[src/rtl/can_init_pkg.sv]
package can_init_pkg;

   typedef enum logic [1:0] {
      ST_INIT   = 2'b00,
      ST_INTEG  = 2'b01,
      ST_ACTIVE = 2'b10
   } ctl_state_e;

endpackage

[src/rtl/can_init_decode.sv]
module can_init_decode #(
   parameter int ADDR_W    = 4,
   parameter int DATA_W    = 8,
   parameter int CTRL_ADDR = 0,
   parameter int INIT_BIT  = 0,
   parameter int CCE_BIT   = 1
) (
   input  logic              wr_en,
   input  logic [ADDR_W-1:0] wr_addr,
   input  logic [DATA_W-1:0] wr_data,
   output logic              ctrl_wr,
   output logic              ctrl_init_val,
   output logic              ctrl_cce_val,
   output logic              cfg_wr_req
);

   localparam logic [ADDR_W-1:0] CTRL_A = ADDR_W'(CTRL_ADDR);

   logic hit_ctrl;

   always_comb begin
      hit_ctrl      = (wr_addr == CTRL_A);
      ctrl_wr       = wr_en && hit_ctrl;
      cfg_wr_req    = wr_en && !hit_ctrl;
      ctrl_init_val = wr_data[INIT_BIT];
      ctrl_cce_val  = wr_data[CCE_BIT];
   end

endmodule

[src/rtl/can_idle_detect.sv]
module can_idle_detect #(
   parameter int IDLE_BITS = 11
) (
   input  logic clk,
   input  logic rst_n,
   input  logic en,
   input  logic strobe,
   input  logic rx,
   output logic idle_done
);

   localparam int CNT_W = (IDLE_BITS < 2) ? 1 : $clog2(IDLE_BITS);
   localparam logic [CNT_W-1:0] LAST = CNT_W'(IDLE_BITS - 1);

   logic [CNT_W-1:0] cnt;

   assign idle_done = en && strobe && rx && (cnt == LAST);

   always_ff @(posedge clk or negedge rst_n) begin
      if (!rst_n) begin
         cnt <= '0;
      end else if (!en) begin
         cnt <= '0;
      end else if (strobe) begin
         if (!rx || idle_done) cnt <= '0;
         else                  cnt <= cnt + 1'b1;
      end
   end

   // a dominant sampled bit restarts the run
   a_r7_dominant_restarts: assert property (@(posedge clk) disable iff (!rst_n)
      (en && strobe && !rx) |=> (cnt == '0));

   // without a strobe the count holds or is cleared, never advances
   a_r7_no_strobe_no_advance: assert property (@(posedge clk) disable iff (!rst_n)
      (en && !strobe) |=> (cnt == $past(cnt) || cnt == '0));

   // outside integration the count is zero
   a_r8_disabled_clears: assert property (@(posedge clk) disable iff (!rst_n)
      !en |=> (cnt == '0));

   a_r6_count_bounded: assert property (@(posedge clk) disable iff (!rst_n)
      cnt <= LAST);

endmodule

[src/rtl/can_init_fsm.sv]
module can_init_fsm
   import can_init_pkg::*;
#(
   parameter bit HW_SET_EDGE = 1'b0
) (
   input  logic       clk,
   input  logic       rst_n,
   input  logic       ram_err,
   input  logic       bus_off,
   input  logic       ctrl_wr,
   input  logic       ctrl_init_val,
   input  logic       ctrl_cce_val,
   input  logic       idle_done,
   output logic       set_any,
   output ctl_state_e state,
   output logic       cce
);

   logic       hw_set;
   logic       sw_set;
   logic       clr_req;
   ctl_state_e state_nx;

   generate
      if (HW_SET_EDGE) begin : g_edge_set
         logic ram_q, bo_q;
         always_ff @(posedge clk or negedge rst_n) begin
            if (!rst_n) begin
               ram_q <= 1'b0;
               bo_q  <= 1'b0;
            end else begin
               ram_q <= ram_err;
               bo_q  <= bus_off;
            end
         end
         assign hw_set = (ram_err && !ram_q) || (bus_off && !bo_q);
      end else begin : g_level_set
         assign hw_set = ram_err || bus_off;
      end
   endgenerate

   always_comb begin
      sw_set  = ctrl_wr && ctrl_init_val;
      clr_req = ctrl_wr && !ctrl_init_val;
      set_any = hw_set || sw_set;
      state_nx = state;
      if (set_any) begin
         state_nx = ST_INIT;
      end else begin
         unique case (state)
            ST_INIT:   if (clr_req)   state_nx = ST_INTEG;
            ST_INTEG:  if (idle_done) state_nx = ST_ACTIVE;
            ST_ACTIVE: state_nx = ST_ACTIVE;
            default:   state_nx = ST_INIT;
         endcase
      end
   end

   always_ff @(posedge clk or negedge rst_n) begin
      if (!rst_n) begin
         state <= ST_INIT;
         cce   <= 1'b0;
      end else begin
         state <= state_nx;
         if (state_nx != ST_INIT)                cce <= 1'b0;
         else if (state == ST_INIT && ctrl_wr)   cce <= ctrl_cce_val;
      end
   end

   // any set source lands in initialization
   a_r1_set_to_init: assert property (@(posedge clk) disable iff (!rst_n)
      set_any |=> (state == ST_INIT));

   // clearing the flag starts integration
   a_r3_clear_integrates: assert property (@(posedge clk) disable iff (!rst_n)
      (state == ST_INIT && clr_req && !set_any) |=> (state == ST_INTEG));

   // unlock flag only lives inside initialization
   a_r5_cce_only_in_init: assert property (@(posedge clk) disable iff (!rst_n)
      (state != ST_INIT) |-> !cce);

   // active is entered only from integration on a completed idle run
   a_r6_active_entry: assert property (@(posedge clk) disable iff (!rst_n)
      (state == ST_ACTIVE && $past(state) != ST_ACTIVE) |->
         ($past(state) == ST_INTEG && $past(idle_done)));

   // legal encodings only
   a_r9_legal_state: assert property (@(posedge clk) disable iff (!rst_n)
      state != ctl_state_e'(2'b11));

endmodule

[src/rtl/can_init_ctrl.sv]
module can_init_ctrl
   import can_init_pkg::*;
#(
   parameter int ADDR_W      = 4,
   parameter int DATA_W      = 8,
   parameter int CTRL_ADDR   = 0,
   parameter int INIT_BIT    = 0,
   parameter int CCE_BIT     = 1,
   parameter int IDLE_BITS   = 11,
   parameter bit HW_SET_EDGE = 1'b0
) (
   input  logic              clk,
   input  logic              rst_n,
   input  logic              host_wr_en,
   input  logic [ADDR_W-1:0] host_wr_addr,
   input  logic [DATA_W-1:0] host_wr_data,
   input  logic              ram_uncorr_err,
   input  logic              bus_off,
   input  logic              rx_bit,
   input  logic              bit_strobe,
   input  logic              pe_tx_bit,
   output logic              line_tx,
   output logic              bus_active,
   output logic              cfg_wr_permit,
   output logic              cfg_wr_accept,
   output logic [1:0]        ctrl_state
);

   generate
      if (IDLE_BITS < 1) begin : g_bad_idle
         initial $fatal(1, "IDLE_BITS must be at least 1");
      end
      if (INIT_BIT >= DATA_W || CCE_BIT >= DATA_W || INIT_BIT == CCE_BIT) begin : g_bad_bits
         initial $fatal(1, "control bit positions invalid");
      end
      if (CTRL_ADDR < 0 || CTRL_ADDR >= (1 << ADDR_W)) begin : g_bad_addr
         initial $fatal(1, "CTRL_ADDR out of range");
      end
   endgenerate

   logic       ctrl_wr, ctrl_init_val, ctrl_cce_val, cfg_wr_req;
   logic       set_any, idle_done, cce, cnt_en;
   ctl_state_e state;

   can_init_decode #(
      .ADDR_W(ADDR_W), .DATA_W(DATA_W), .CTRL_ADDR(CTRL_ADDR),
      .INIT_BIT(INIT_BIT), .CCE_BIT(CCE_BIT)
   ) u_decode (
      .wr_en(host_wr_en), .wr_addr(host_wr_addr), .wr_data(host_wr_data),
      .ctrl_wr(ctrl_wr), .ctrl_init_val(ctrl_init_val),
      .ctrl_cce_val(ctrl_cce_val), .cfg_wr_req(cfg_wr_req)
   );

   can_init_fsm #(.HW_SET_EDGE(HW_SET_EDGE)) u_fsm (
      .clk(clk), .rst_n(rst_n),
      .ram_err(ram_uncorr_err), .bus_off(bus_off),
      .ctrl_wr(ctrl_wr), .ctrl_init_val(ctrl_init_val),
      .ctrl_cce_val(ctrl_cce_val), .idle_done(idle_done),
      .set_any(set_any), .state(state), .cce(cce)
   );

   assign cnt_en = (state == ST_INTEG) && !set_any;

   can_idle_detect #(.IDLE_BITS(IDLE_BITS)) u_idle (
      .clk(clk), .rst_n(rst_n), .en(cnt_en),
      .strobe(bit_strobe), .rx(rx_bit), .idle_done(idle_done)
   );

   always_comb begin
      bus_active    = (state == ST_ACTIVE);
      line_tx       = bus_active ? pe_tx_bit : 1'b1;
      cfg_wr_permit = (state == ST_INIT) && cce;
      cfg_wr_accept = cfg_wr_req && cfg_wr_permit;
      ctrl_state    = state;
   end

   // no configuration write slips through outside the protected window
   a_r4_accept_needs_permit: assert property (@(posedge clk) disable iff (!rst_n)
      cfg_wr_accept |-> (ctrl_state == 2'b00 && cfg_wr_permit));

   // the protocol engine reaches the line only when active
   a_r2_quiet_unless_active: assert property (@(posedge clk) disable iff (!rst_n)
      !bus_active |-> line_tx);

endmodule

[config.mk]
export PLATFORM = sky130hd
export DESIGN_NAME = can_init_ctrl
export DESIGN_NICKNAME = d
export VERILOG_FILES = /design/src/rtl/can_init_pkg.sv /design/src/rtl/can_init_decode.sv /design/src/rtl/can_idle_detect.sv /design/src/rtl/can_init_fsm.sv /design/src/rtl/can_init_ctrl.sv
export SDC_FILE = /design/constraint.sdc
export NUM_CORES = 1
export LEC_CHECK = 0
export BUFFER_PORTS_ARGS = -buffer_cell sky130_fd_sc_hd__buf_2
export CAP_MARGIN = 10
export CORE_MARGIN = 2
export CORE_UTILIZATION = 35
export DETAILED_ROUTE_END_ITERATION = 10
export GPL_TIMING_DRIVEN = 0
export SLEW_MARGIN = 20
export SYNTH_ARGS = -nofsm -noshare
export SYNTH_HDL_FRONTEND = slang
export SYNTH_HIERARCHICAL = 1
export SYNTH_SLANG_ARGS = --single-unit
[constraint.sdc]
create_clock -name clk -period 2.2 [get_ports clk]
set_input_delay 0.11 -clock clk [delete_from_list [all_inputs] [get_ports clk]]
set_output_delay 0.11 -clock clk [all_outputs]
set_load 0.02 [all_outputs]
==> impl_metrics.csv <==
group,metric,value,unit
floorplanning,effective_utilization_at_floorplan,38.6,%
timing,hold_viol_final,0,
pwr,power.static_leakage,0.289,nW
clocking,clk_pin_slew_worst_paths,0.05,ns
timing,post-route-period-util,80.6,%
synthesis,synth_xor_area_share,0,%
critical_path,critPathCaptureType,"register",
detailed_routing,route.detailed.vias_per_inst,5.39,
timing,max_slew.worst_pin.slew,0.398,ns
timing,timing.final.crit_period,1.77,ns
detailed_routing,met3RoutedLength,66,um
timing,rsz0062_at_grt,"false",
global_routing,antenna_found_initial,0,
clocking,cts_setup_buffers,0,
layout,antenna_cells,0,
placed_design,placed_cell_area,619,um^2
synthesis,synthesis_warnings,6,
clocking,clockBufferDepth,2,
global_routing,globalRouteTotalUtil,12.9,%
synthesis,post-synth-top-area-fraction,34.0,%
clocking,tritoncts,"built",
layout,fillCellCount,136,
layout,area_of_the_multi_input_gates,312,um^2
layout,finish.instance_area,661,um^2
layout,layout.nets,98,
timing,timing.clock.skew,0.00185,ns
global_routing,grt_overflow,0,
detailed_routing,wl_per_cell,11.3,um
synthesis,yosys_register_bits,7,
layout,ff_latch_area,175,um^2
synthesis,post-synth-top-area-cell,"dfrtp_1",
critical_path,cp_data_arrival_time,1.95,ns
synthesis,synth_cell_types,29,
pwr,finalPower,0.307,mW
global_routing,largest_net_degree_at_the_start_of_global_routing,13,
synthesis,synth-edff-count,0,
pwr,power_density,465,nW/um^2
floorplanning,fp-row-count,13,
synthesis,post_synth_main_area_contributors,"dfrtp_1 34%, ha_1 4.9%, nand2_1 4.4%",
floorplanning,die_area,1800,um^2
detailed_routing,drc,0,
synthesis,synth.area.mux_share,4.13,%
synthesis,mappedNetlistNets,75,
critical_path,worstPathMaxFanout,12,
outcome,outcome,"complete, no violations",
critical_path,required,2.38,ns
layout,post_route_cells_drive_above_1_share,44.0,%
worst_hold_path,hold_path_class,"in -> reg",
floorplanning,fp.dieW,42.4,um
synthesis,asyncSetResetFlopFracSynth,100,%
floorplanning,floorplan.core_area,1330,um^2
detailed_routing,routed_wirelength,1.01,mm
floorplanning,die_h,42.4,um
synthesis,synth_cells,53,
detailed_routing,routed-via-count,485,
placed_design,post-dp-hpwl,797,um
floorplanning,io-pin-count,26,
detailed_routing,dr.pass1.iters,4,
global_routing,number_of_global_route_vias_before_repair,447,
pwr,vdd_ir_drop_max,0.236,mV
clocking,cts_root_buffer,"clkbuf_4",
synthesis,synth_top_family_by_area,"simple AND/OR/NAND/NOR gates",
global_routing,grt_first_pass_wirelength,1.76,mm
synthesis,mappedNetlistArea,515,um^2
timing,final_number_of_setup_violating_endpoints,0,
placed_design,numPortBuffers,17,
synthesis,avgSynthCellArea,9.73,um^2
synthesis,synth-compound-area-share,12.6,%
clocking,insertion_delay,0.25,ns
detailed_routing,detail_route.iter0.violations,13,
timing,relSlewSlack,73.5,%
placed_design,gp_routability_congestion,0.665,
critical_path,timing.setup.critical_path_class,"reg -> reg",
job,drv_cap,0,
detailed_routing,drt_met1_wl,489,um
clocking,cts_max_level,1,
synthesis,postSynth.topFlopCell,"dfrtp_1",
critical_path,timing.critical_path.from_type,"register",
timing,timing.fmax,564,MHz
synthesis,synth-seq-area-share,34.0,%
critical_path,timing.reg2reg.setup_slack,0.43,ns
detailed_routing,antenna_viol_nets_final,0,
detailed_routing,routed-wl-met2,457,um
timing,setup_tns_final,0,ns
clocking,numCtsBuffers,3,
layout,flow.area_growth_from_synthesis,28.2,%
synthesis,synth-adder-area-share,4.85,%
detailed_routing,routed.top_layer,"met3",
timing,drv_slew,0,
synthesis,yosys.area_share.simple,37.9,%
clocking,clock_sink_count,7,
worst paths after layout:
| path | start | to | cells after the start |
|---|---|---|---|
| max reg2reg | u_fsm/state[1] | u_fsm/state[1] | 6 |
| max | u_fsm/state[1] | u_fsm/state[1] | 6 |
| max in group asynchronous | rst_n | u_fsm/state[1] | 2 |
| min | host_wr_data[1] | u_fsm/cce | 3 |
| min reg2reg | u_idle/cnt[0] | u_idle/cnt[0] | 1 |
| min in group asynchronous | rst_n | u_fsm/state[0] | 2 |
cells by family after synthesis:
| group | Yosys count |
|---|---|
| adders and majority gates | 2 |
| buffers and inverters | 5 |
| and+or+nand+nor | 29 |
| muxes | 2 |
| DFF | 7 |
| AOI/OAI and AO/OA | 8 |
layer usage:
layer / global-route usage [%] / up-vias
li1: - / 238
met1: 15.7 / 235
met2: 20.0 / 12
met3: 6.47 / 0
met4: 3.75 / 0
met5: 0 / -
report_power, final:
group | switching [mW] | internal, mW
sequential | 0.00518 | 0.133
clock | 0.0474 | 0.0692
combinational | 0.0253 | 0.0269
total | 0.0779 | 0.229
cell usage after synthesis (2+ instances only):
| cell type | n |
|---|---|
| buf_4 | 2 |
| dfrtp_1 | 7 |
| ha_1 | 2 |
| inv_1 | 2 |
| nand2_1 | 6 |
| nand3_1 | 4 |
| nand4_1 | 2 |
| nand4b_1 | 2 |
| nor2_1 | 2 |
| nor2b_1 | 2 |
| nor3b_1 | 2 |
| o21ai_1 | 2 |
| or3b_1 | 2 |
area by class of cell:
cell class,count,area share [%]
buffer,3,3.98
clock buffer,4,3.98
inverter,2,1.14
multi-input combinational,41,47.2
sequential,7,26.5
tap,15,2.84
timing repair buffer,18,14.4
registers in the layout, summed over array words and instances, names as in the netlist:
name,count
u_fsm/state,2
u_idle/cnt,4
u_fsm/cce,1
through the flow:
| stage | cells | hold slack, ns | setup slack [ns] | utilization, % |
|---|---|---|---|---|
| floorplan | 53 | -0.186 | 0.358 | - |
| global placement | 85 | -0.0458 | 0.0127 | 46.4 |
| detailed placement | 85 | -0.0470 | -0.0139 | 46.4 |
| CTS | 90 | 0.118 | 0.194 | 49.2 |
| global route | 90 | 0.141 | 0.204 | 49.5 |
| finish | 90 | 0.122 | 0.427 | 49.5 |
layout by cell type (no fill, tap or decap):
cell / Yosys / routed
and4bb_2: 1 / 1
nor4_2: 1 / 1
mux2i_1: 1 / 1
o21ai_2: 1 / 1
nor4b_2: 1 / 1
or3b_1: 2 / 2
nand2_1: 6 / 6
clkbuf_4: 0 / 3
buf_6: 1 / 1
a211o_2: 1 / 1
nand4b_1: 2 / 2
buf_4: 2 / 2
nor3b_1: 2 / 1
nor3_1: 1 / 1
a31oi_1: 1 / 1
and2_1: 1 / 1
nor2b_2: 1 / 1
nor2_1: 2 / 2
o2bb2a_1: 1 / 1
o21ai_1: 2 / 2
nor2b_1: 2 / 2
nand4_1: 2 / 2
mux2_2: 1 / 1
o211ai_2: 1 / 1
buf_2: 0 / 17
o21bai_1: 1 / 1
nor3b_2: 0 / 1
inv_1: 2 / 2
ha_1: 2 / 2
nand3_1: 4 / 4
dlygate4sd3_1: 0 / 1
dfrtp_1: 7 / 7
nor3_2: 1 / 1
clkbuf_1: 0 / 1
critical path: stages, from the launching register on:
cell	delay, ns
dfrtp_1	0.51
nor3b_2	0.37
nand3_1	0.14
nor3_1	0.26
nand2_1	0.08
mux2_2	0.26
nor2_1	0.08
timing repair:
action | in CTS | in global routing
gates resized for setup | 0 | 1
setup endpoints to repair | 0 | 1
endpoints found under the hold margin | 7 | 0
hold buffers | 1 | 0
No activity file was read; power rests on OpenSTA's default activity.
